--- config.mk ---
export PLATFORM = sky130hd
export DESIGN_NAME = hiccup_timer
export DESIGN_NICKNAME = d
export VERILOG_FILES = /design/src/rtl/hic_pkg.sv /design/src/rtl/hic_sync.sv /design/src/rtl/hic_down_counter.sv /design/src/rtl/hiccup_timer.sv
export SDC_FILE = /design/constraint.sdc
export NUM_CORES = 1
export LEC_CHECK = 0
export ABC_AREA = 1
export BUFFER_PORTS_ARGS = -buffer_cell sky130_fd_sc_hd__buf_2
export CAP_MARGIN = 10
export CORE_AREA = 2 2 57 59
export CTS_CLUSTER_SIZE = 10
export DETAILED_ROUTE_END_ITERATION = 7
export DIE_AREA = 0 0 59 61
export PLACE_DENSITY_LB_ADDON = 0.1
export RECOVER_POWER = 50
export SLEW_MARGIN = 15
export SYNTH_ARGS = -nofsm -noshare
export SYNTH_HDL_FRONTEND = slang
export SYNTH_SLANG_ARGS = --single-unit
--- constraint.sdc ---
create_clock -name clk -period 1.75 [get_ports clk]
set_input_delay 0.35 -clock clk [delete_from_list [all_inputs] [get_ports clk]]
set_output_delay 0.35 -clock clk [all_outputs]
set_load 0.01 [all_outputs]
--- src/rtl/hic_pkg.sv ---
package hic_pkg;

    // Output pair of the timer
    typedef struct packed {
        logic flag;
        logic busy;
    } hic_status_t;

    // Clock cycles in each half of a hiccup cycle
    function automatic int unsigned half_len(input int unsigned w);
        return 32'd1 << (w - 1);
    endfunction

endpackage

--- src/rtl/hic_sync.sv ---
module hic_sync #(
    parameter int STAGES = 2
) (
    input  logic clk,
    input  logic rst,
    input  logic async_n,
    output logic fault_seen
);
    logic [STAGES-1:0] chain_q;

    always_ff @(posedge clk) begin
        if (rst) begin
            chain_q <= '1;
        end else begin
            chain_q <= {chain_q[STAGES-2:0], async_n};
        end
    end

    assign fault_seen = ~chain_q[STAGES-1];
endmodule

--- src/rtl/hic_down_counter.sv ---
module hic_down_counter #(
    parameter int W = 21
) (
    input  logic         clk,
    input  logic         rst,
    input  logic         start,
    output logic [W-1:0] cnt_q
);
    logic [W:0] dec_ext;
    logic       at_zero;

    // The borrow out of the decrement marks the zero state
    assign dec_ext = {1'b0, cnt_q} - {{W{1'b0}}, 1'b1};
    assign at_zero = dec_ext[W];

    always_ff @(posedge clk) begin
        if (rst) begin
            cnt_q <= '0;
        end else if (!at_zero || start) begin
            cnt_q <= dec_ext[W-1:0];
        end
    end

    // the zero state holds without a start request
    assert_idle_hold_R6: assert property (@(posedge clk) disable iff (rst)
        (cnt_q == '0 && !start) |=> (cnt_q == '0));

    // a start from zero wraps to all ones
    assert_wrap_start_R2: assert property (@(posedge clk) disable iff (rst)
        (cnt_q == '0 && start) |=> (cnt_q == '1));

    // once running, the count steps down whatever start does
    assert_ignore_fault_R5: assert property (@(posedge clk) disable iff (rst)
        (cnt_q != '0) |=> (cnt_q == $past(cnt_q) - 1'b1));
endmodule

--- src/rtl/hiccup_timer.sv ---
module hiccup_timer #(
    parameter int CNT_W   = 21,
    parameter bit BUSY_EN = 1'b1
) (
    input  logic clk,
    input  logic rst,
    input  logic fault_n,
    output logic flag,
    output logic busy
);
    import hic_pkg::*;

    localparam int SYNC_STAGES = 2;

    logic             fault_seen;
    logic [CNT_W-1:0] cnt;
    hic_status_t      stat;

    hic_sync #(.STAGES(SYNC_STAGES)) u_sync (
        .clk        (clk),
        .rst        (rst),
        .async_n    (fault_n),
        .fault_seen (fault_seen)
    );

    hic_down_counter #(.W(CNT_W)) u_cnt (
        .clk   (clk),
        .rst   (rst),
        .start (fault_seen),
        .cnt_q (cnt)
    );

    assign stat.flag = cnt[CNT_W-1];

    generate
        if (BUSY_EN) begin : g_busy
            assign stat.busy = |cnt;

            // the flag only ever appears inside a busy cycle
            assert_flag_in_busy_R9: assert property (@(posedge clk) disable iff (rst)
                flag |-> busy);

            // the flag rises only from the idle state
            assert_rise_from_idle_R2: assert property (@(posedge clk) disable iff (rst)
                $rose(flag) |-> $past(!busy));

            // a cycle ends out of the on period
            assert_end_after_on_R4: assert property (@(posedge clk) disable iff (rst)
                $fell(busy) |-> $past(!flag));
        end else begin : g_nobusy
            assign stat.busy = 1'b0;
        end
    endgenerate

    assign flag = stat.flag;
    assign busy = stat.busy;

    // reset leaves the block idle with the flag low
    assert_reset_idle_R8: assert property (@(posedge clk)
        rst |=> (!flag && !busy));
endmodule

**Word-level counts from Yosys, hierarchy flattened**

Cells that the tools add are included.

- Output and inout port bits: 2
- Logic and storage cells: 7
- Input bits: 3
- Register bits: 23

- Reduce and logical (&&, ||, !) cells: 3
- Bitwise operators: 1
- Add/subtract/negate cells: 1

Operators with widths:

| cell | number |
|---|---|
| $sub A21 B1 Y22 const B | 1 |
| $reduce_or A21 Y1 | 1 |
| $logic_not A1 Y1 | 1 |
| $logic_or A1 B1 Y1 | 1 |
| $not A1 Y1 | 1 |

**Depth between registers and ports, before layout**

Gate-level depths: netlist of the first run.

- Depth in word-level cells: 3
- Mapped depth: 9
- Mapped depth without buffers: 9

**Modules after synthesis**

A second synthesis of the first run with hierarchy kept.

- Cells, all modules: 200
- Area total of the unflattened synthesis: 1320.0 µm²

Modules (own cells, without submodules):

| module | sequential area each (µm²) | cells an instance | area an instance (µm²) | times used |
|---|---|---|---|---|
| hic_down_counter | 420.4 | 172 | 1178.6 | 1 |
| hiccup_timer | 0.0 | 20 | 78.8 | 1 |
| hic_sync | 40.0 | 8 | 62.6 | 1 |

**Worst setup path before layout of the first run**

OpenSTA, ideal clock, no wires.

- Path type: register to output
- Start: register u_cnt.cnt_q[0]
- End: output port busy
- Path buffers: 0
- Path slack: 0.253 ns
- Data required time: 1.400 ns
- Stages on the path, launching flop included: 7
- Data arrival time: 1.147 ns
- Cell sequence: dfxtp_1 > inv_1 > ha_1 > nand2_2 > nor2_4 > nand3_1 > nand3b_1

- Longest elaborated chain between the ends: 1

RTL lines:

| what | RTL line | text |
|---|---|---|
| start: declaration | hic_down_counter.sv:7 | `output logic [W-1:0] cnt_q` |
| start signal: assignment | hic_down_counter.sv:20 | `cnt_q <= dec_ext[W-1:0];` |
| $reduce_or A21 Y1 | hiccup_timer.sv:37 | `assign stat.busy = \|cnt;` |
| end: declaration | hiccup_timer.sv:9 | `output logic busy` |

Every way passes these cells.

**Worst setup path in the final report of the first run**

Ends and elaborated chain as after synthesis.

==> summary.md, run 1 <==
| Metric | Value |
|---|---|
| Status | `complete, but fails checks` |
| Failing checks | `negative setup slack` |
| Diodes inserted | `0` |
| Detailed Route WL | `2840 um` |
| Fin crit share | `1.01` |
| Final GP Congestion | `0.836` |
| Final Hold Viols | `0` |
| Slowest Stage Delay on Critical Path | `0.36 ns` |
| CTS tree | `yes` |
| Post-Syn Area | `0.00129 sq mm` |
| R2R depth | `12` |
| Initial Util | `0.438` |
| Post-synthesis cell type count | `26` |
| Cell taking the most area after synthesis | `dfxtp_1` |
| Family with the most delay on the worst path | `simple AND/OR/NAND/NOR gates` |
| CTS max path bufs | `2` |
| Port buffer count | `4` |
| Yosys warning count | `0` |
| FP Rows | `20` |
| GRT Total Usage | `0.177` |
| Worst skew pair latency | `roughly 0.31 ns` |
| Initial antenna violation count | `0` |
| Startpoint Class | `flop` |
| Critical path buffer and inverter count | `2` |
| Max-capacitance violation count | `0` |
| RSZ-0062 raised after global routing | `yes` |
| Die width | `about 59 um` |
| Average wire per standard cell | `approximately 12 um` |
| Slowest cell on the critical path | `dfxtp_2` |
| Core box area | `~0.0030 sq mm` |
| Fin worst setup slack | `-0.0135 ns` |
| Max transition margin | `0.339` |
| Depth of the worst hold-timing path | `2` |
| Worst Path Required | `between 1 and 1.5 ns` |
| Grt ovf | `0` |
| Vias in the first global route | `1,020` |
| Register area share after synthesis | `0.356` |
| Met1 Use GR | `0.217` |
| First-pass GRT wire length | `4660 um` |
| Share of layout cells above drive strength 1 | `0.252` |
| Via density | `4.74` |
| Synth Instances | `185` |
| Die area | `0.00360 sq mm` |
| Met2 Use GR | `0.313` |
| Sink Count | `23` |
| Syn Area/Cell | `6.99 sq um` |
| HPWL after DPL | `1990 um` |
| Clock transition at the registers of the reported paths | `0.12 ns` |
| Syn Nets | `189` |
| Top cells by area, synth | `dfxtp_1 36%, nand2_1 13%, nor2_1 12%` |
| Levels on crit path | `7` |
| Drt first pass iters | `4` |
| DRT antenna net count | `0` |
| I/O pins | `5` |
| Crit-path cells | `inv_4 -> ha_4 -> nand2_4 -> nor2_4 -> nand3_2 -> nand3b_1 -> buf_2` |
| Worst-Margin Slew | `0.991 ns` |
| CTS H-tree lvls | `1` |
| GR peak layer | `met2` |
| HP Class | `in2reg` |
| Area share of the largest cell type after synthesis | `0.356` |
| Final nets | `approximately 210` |
| Register bit total from synthesis | `23` |
| Worst Setup End Kind | `output pin` |
| Initial drt markers | `36` |
| Pin count of the biggest net entering global routing | `23` |
| Vias | `1,113` |
| Arrival @ worst endpoint | `1.41 ns` |
| Min Tclk post-route | `1.76 ns` |
| Total CTS buffers | `3` |
| Setup CP Type | `reg2out` |
| Critical path peak fanout | `4` |
| # DRC | `0` |
| Placement Cell Area | `0.00134 sq mm` |
| Final Skew | `between 0.006 and 0.007 ns` |
| Synth-to-layout area growth | `16.5%` |
| Final instance area | `0.00151 sq mm` |
| Root Buffer | `clkbuf_4` |
| Fin. max-slew vios | `0` |
| Max Fclk | `567 MHz` |
| Die height | `61 um` |
| Final setup viols | `1` |
| # hold bufs at CTS | `0` |
| GRT met3 Usage | `0.0256` |
per-layer routing:
metal  up-vias  part of all wire
met1       497              0.49
met4         0             0.017
li1        598                 -
met2        12              0.48
met3         6             0.019
met5         -                 0
layout make-up:
type / count / area, sq um
sequential: 23 / 475
multi-input combinational: 137 / 774
inverter: 22 / 85.1
clock buffer: 4 / 26.3
tap: 33 / 41.3
fill: 318 / 1450
timing repair buffer: 16 / 105
synth_stat cells:
| library cell | count |
|---|---|
| a21boi_0 | 1 |
| a21oi_1 | 2 |
| and2_1 | 1 |
| buf_6 | 1 |
| clkbuf_1 | 2 |
| dfxtp_1 | 23 |
| ha_1 | 1 |
| inv_1 | 21 |
| inv_2 | 1 |
| nand2_1 | 44 |
| nand2_2 | 1 |
| nand2_4 | 1 |
| nand3_1 | 4 |
| nand3_2 | 1 |
| nand3b_1 | 1 |
| nand4_1 | 5 |
| nand4_4 | 1 |
| nor2_1 | 41 |
| nor2_2 | 5 |
| nor2_4 | 5 |
| nor2_8 | 1 |
| nor3_1 | 4 |
| o21ai_0 | 3 |
| or2_2 | 2 |
| xnor2_1 | 5 |
| xor2_1 | 8 |
worst paths after layout:
path                                      from                      endpoint  slack (ns)
setup reg to reg   u_cnt.cnt_q[2]$_SDFFE_PP0P_  u_cnt.cnt_q[10]$_SDFFE_PP0P_        0.10
hold reg to reg   u_sync.chain_q[0]$_SDFF_PP1_  u_sync.chain_q[1]$_SDFF_PP1_        0.42
hold / removal                         fault_n  u_sync.chain_q[0]$_SDFF_PP1_        0.22
setup / recovery   u_cnt.cnt_q[0]$_SDFFE_PP0P_                          busy       -0.01
flip-flops by register name (all words and copies together) (netlist names):
register and count:
u_sync.chain_q 2, u_cnt.cnt_q 21
layout by cell type (no fill, tap or decap), drive strengths merged:
cell	instances
a21boi	1
a21oi	2
and2	1
buf	14
clkbuf	6
dfxtp	23
ha	1
inv	22
nand2	46
nand3	5
nand3b	1
nand4	6
nor2	52
nor3	4
o21ai	3
or2	2
xnor2	5
xor2	8
logic make-up after synthesis:
logic type | count (synthesis) | synth area share
DFF | 23 | 0.356
adders and majority gates | 1 | 0.00967
AOI/OAI and AO/OA | 6 | 0.0251
and+or+nand+nor | 117 | 0.443
buffers and inverters | 25 | 0.0783
xor gates and xnor gates | 13 | 0.0880
stage by stage:
stage	hold WS [ns]	worst slack, ns	std cells	TNS, ns	utilization
final	0.216	-0.0135	235	-0.0135	0.511
after detailed placement	0.398	0.171	220	0	0.455
after CTS	0.204	0.00166	233	0	0.499
after global routing	0.193	-0.101	235	-0.140	0.511
after global placement	0.400	0.203	220	0	0.455
after floorplan	0.389	0.253	185	0	-
repair_timing:
item,4_1_cts,5_1_grt
pin swaps,4,4
setup buffers,9,2
endpoints found under the setup margin,1,3
gates resized for setup,15,11
worst register-to-register path, delay by kind of cell, from the launching register on:
| family | cells | cell delay (ns) |
|---|---|---|
| buffers and inverters | 5 | 0.48 |
| AND/OR/NAND/NOR | 6 | 0.52 |
| XOR/XNOR | 1 | 0.15 |
| flip-flops | 1 | 0.37 |
Power of run 1 is not shown: default switching activity piles up to over one toggle a cycle in this logic, so the estimate is an artifact.
==> run 2, diff against run 1 <==
Settings changed: CORE_AREA 2 2 57 59 to 2 2 71 73, DIE_AREA 0 0 59 61 to 0 0 73 75.
==> run 2 against run 1 <==
  * Non-clock buffer count decreased by 6
  * Flip-flop and latch count unchanged
  * Count of clock-buffer cells in the layout unchanged
  * The run now ends clean
  * Clock skew decreased by 0.0026 ns
  * Worst hold slack improved by 0.043 ns
  * Cell count increased by 6.4%
  * Die area increased by 52%
  * Utilization decreased by 19 points
  * Sequential share of layout area increased by 0.10 points
  * Worst setup slack improved by 0.072 ns
==> summary.md, run 2 (synthesized netlist as in run 1, its figures left out) <==
| Metric | Value |
|---|---|
| Status | `finished clean` |
| Initial Util | `0.278` |
| Startpoint Class | `flop` |
| R2R depth | `6` |
| Critical path buffer and inverter count | `2` |
| Largest Register | `u_cnt.cnt_q` |
| Crit-path cells | `inv_4 -> ha_4 -> nand2_4 -> nor2_4 -> nand3_2 -> nand3b_1 -> buf_2` |
| Non-filler cells, final | `250` |
| Port buffer count | `4` |
| Place WS | `~0.16 ns` |
| Detailed Route WL | `2940 um` |
| Final Skew | `0.00381 ns` |
| Arrival @ worst endpoint | `1.34 ns` |
| Slowest cell on the critical path | `dfxtp_2` |
| Vias | `1,094` |
| Critical path peak fanout | `4` |
| Sink Count | `23` |
| Die width | `73 um` |
| Fin. max-slew vios | `0` |
| Via density | `4.38` |
| Min Tclk post-route | `between 1.5 and 2 ns` |
| Crit path from | `u_cnt.cnt_q[0]$_SDFFE_PP0P_` |
| Placement Cell Area | `roughly 0.0014 sq mm` |
| FP Rows | `25` |
| Diodes inserted | `0` |
| Max Fclk | `591 MHz` |
| Root Buffer | `clkbuf_8` |
| Fin worst setup slack | `about 0.06 ns` |
| GRT Total Usage | `0.122` |
| Worst Setup End Kind | `output pin` |
| Worst skew pair latency | `about 0.27 ns` |
| HPWL after DPL | `2200 um` |
| Initial drt markers | `35` |
| I/O pins | `5` |
| Placed cell count | `241` |
| Max-capacitance violation count | `0` |
| CTS max path bufs | `2` |
| Layout filler cell count | `520` |
| Grt ovf | `0` |
| Initial antenna violation count | `0` |
| First-pass GRT wire length | `5060 um` |
| Share of layout cells above drive strength 1 | `0.204` |
| RSZ-0062 raised after global routing | `yes` |
| Fin crit share | `0.967` |
| Family with the most delay on the worst path | `simple AND/OR/NAND/NOR gates` |
| Core box area | `approximately 0.0047 sq mm` |
| Total CTS buffers | `3` |
| Commonest non-fill, non-tap cell in the layout | `nand2_1` |
| Final setup viols | `0` |
| Average wire per standard cell | `11.8 um` |
| Pin count of the biggest net entering global routing | `23` |
| CTS tree | `yes` |
| Biggest regs | `u_cnt.cnt_q: 21 flops, u_sync.chain_q: 2 flops` |
| Final Hold Viols | `0` |
| Setup TNS | `0 ns` |
| Final GP Congestion | `between 0.7 and 0.8` |
| Reg-to-reg setup timing slack | `0.17 ns` |
| Final instance area | `around 0.0015 sq mm` |
| Levels on crit path | `7` |
| # DRC | `0` |
| DRT antenna net count | `0` |
| CTS H-tree lvls | `1` |
| Setup CP Type | `reg2out` |
| R2r endpoint | `u_cnt.cnt_q[18]$_SDFFE_PP0P_` |
| Worst-Margin Slew | `roughly 1.0 ns` |
| Vias in the first global route | `1,063` |
| Die area | `around 0.0055 sq mm` |
| Max transition margin | `0.322` |
| Synth-to-layout area growth | `14.0%` |
| Worst Path Required | `1.40 ns` |
| Setup crit end | `busy` |
| Drt first pass iters | `4` |
| Max FFs per register | `21` |
| Worst R2R Start | `u_cnt.cnt_q[2]$_SDFFE_PP0P_` |
| Commonest non-fill, non-tap cells in the layout | `43 x nand2_1, 39 x nor2_1, 19 x inv_1` |
| HP Class | `in2reg` |
| Die height | `75 um` |
| Slowest Stage Delay on Critical Path | `roughly 0.34 ns` |
| # hold bufs at CTS | `0` |
| Final nets | `201` |
| Clock transition at the registers of the reported paths | `0.08 ns` |
run 2: layout make-up:
class | count | area, sq um | area share
multi-input combinational | 137 | 748 | 0.507
sequential | 23 | 467 | 0.316
inverter | 22 | 85.1 | 0.0577
tap | 54 | 67.6 | 0.0458
timing repair buffer | 10 | 62.6 | 0.0424
clock buffer | 4 | 45.0 | 0.0305
run 2: worst min path at each step:
stage                            startpoint                           end  slack (ns)  depth (start not counted)
2_1_floorplan  u_sync.chain_q[0]$_SDFF_PP1_  u_sync.chain_q[1]$_SDFF_PP1_        0.39                          1
3_3_place_gp   u_sync.chain_q[0]$_SDFF_PP1_  u_sync.chain_q[1]$_SDFF_PP1_        0.40                          1
3_5_place_dp   u_sync.chain_q[0]$_SDFF_PP1_  u_sync.chain_q[1]$_SDFF_PP1_        0.39                          1
4_1_cts                             fault_n  u_sync.chain_q[0]$_SDFF_PP1_        0.25                          2
5_1_grt                             fault_n  u_sync.chain_q[0]$_SDFF_PP1_        0.26                          2
6_report                            fault_n  u_sync.chain_q[0]$_SDFF_PP1_        0.26                          2
run 2: timing repair:
action,4_1_cts,5_1_grt
resized for setup,6,11
pin swaps,2,4
buffers inserted,2,3
endpoints found under the setup margin,1,1
run 2: per-stage QoR:
| stage | utilization | hold slack, ns |
|---|---|---|
| finish | 0.317 | 0.259 |
| global route | 0.317 | 0.256 |
| CTS | 0.312 | 0.254 |
| detailed placement | 0.294 | 0.394 |
| global placement | 0.294 | 0.401 |
| floorplan | - | 0.389 |
run 2: layer usage:
| metal | up-vias | GRT usage | part of all wire |
|---|---|---|---|
| li1 | 591 | - | - |
| met1 | 491 | 0.164 | 0.50 |
| met2 | 10 | 0.197 | 0.46 |
| met3 | 2 | 0.0361 | 0.028 |
| met4 | 0 | 0.0247 | 0.0075 |
| met5 | - | 0 | 0 |
run 2: worst reg2reg max path: stages (launching register included):
cell and delay, ns:
dfxtp_1 0.37, nor2_2 0.14, nand2_4 0.11, nor2_8 0.16, nand4_2 0.40, nand2_1 0.21, nor2_1 0.05
Power of run 2 is left out for the same reason.
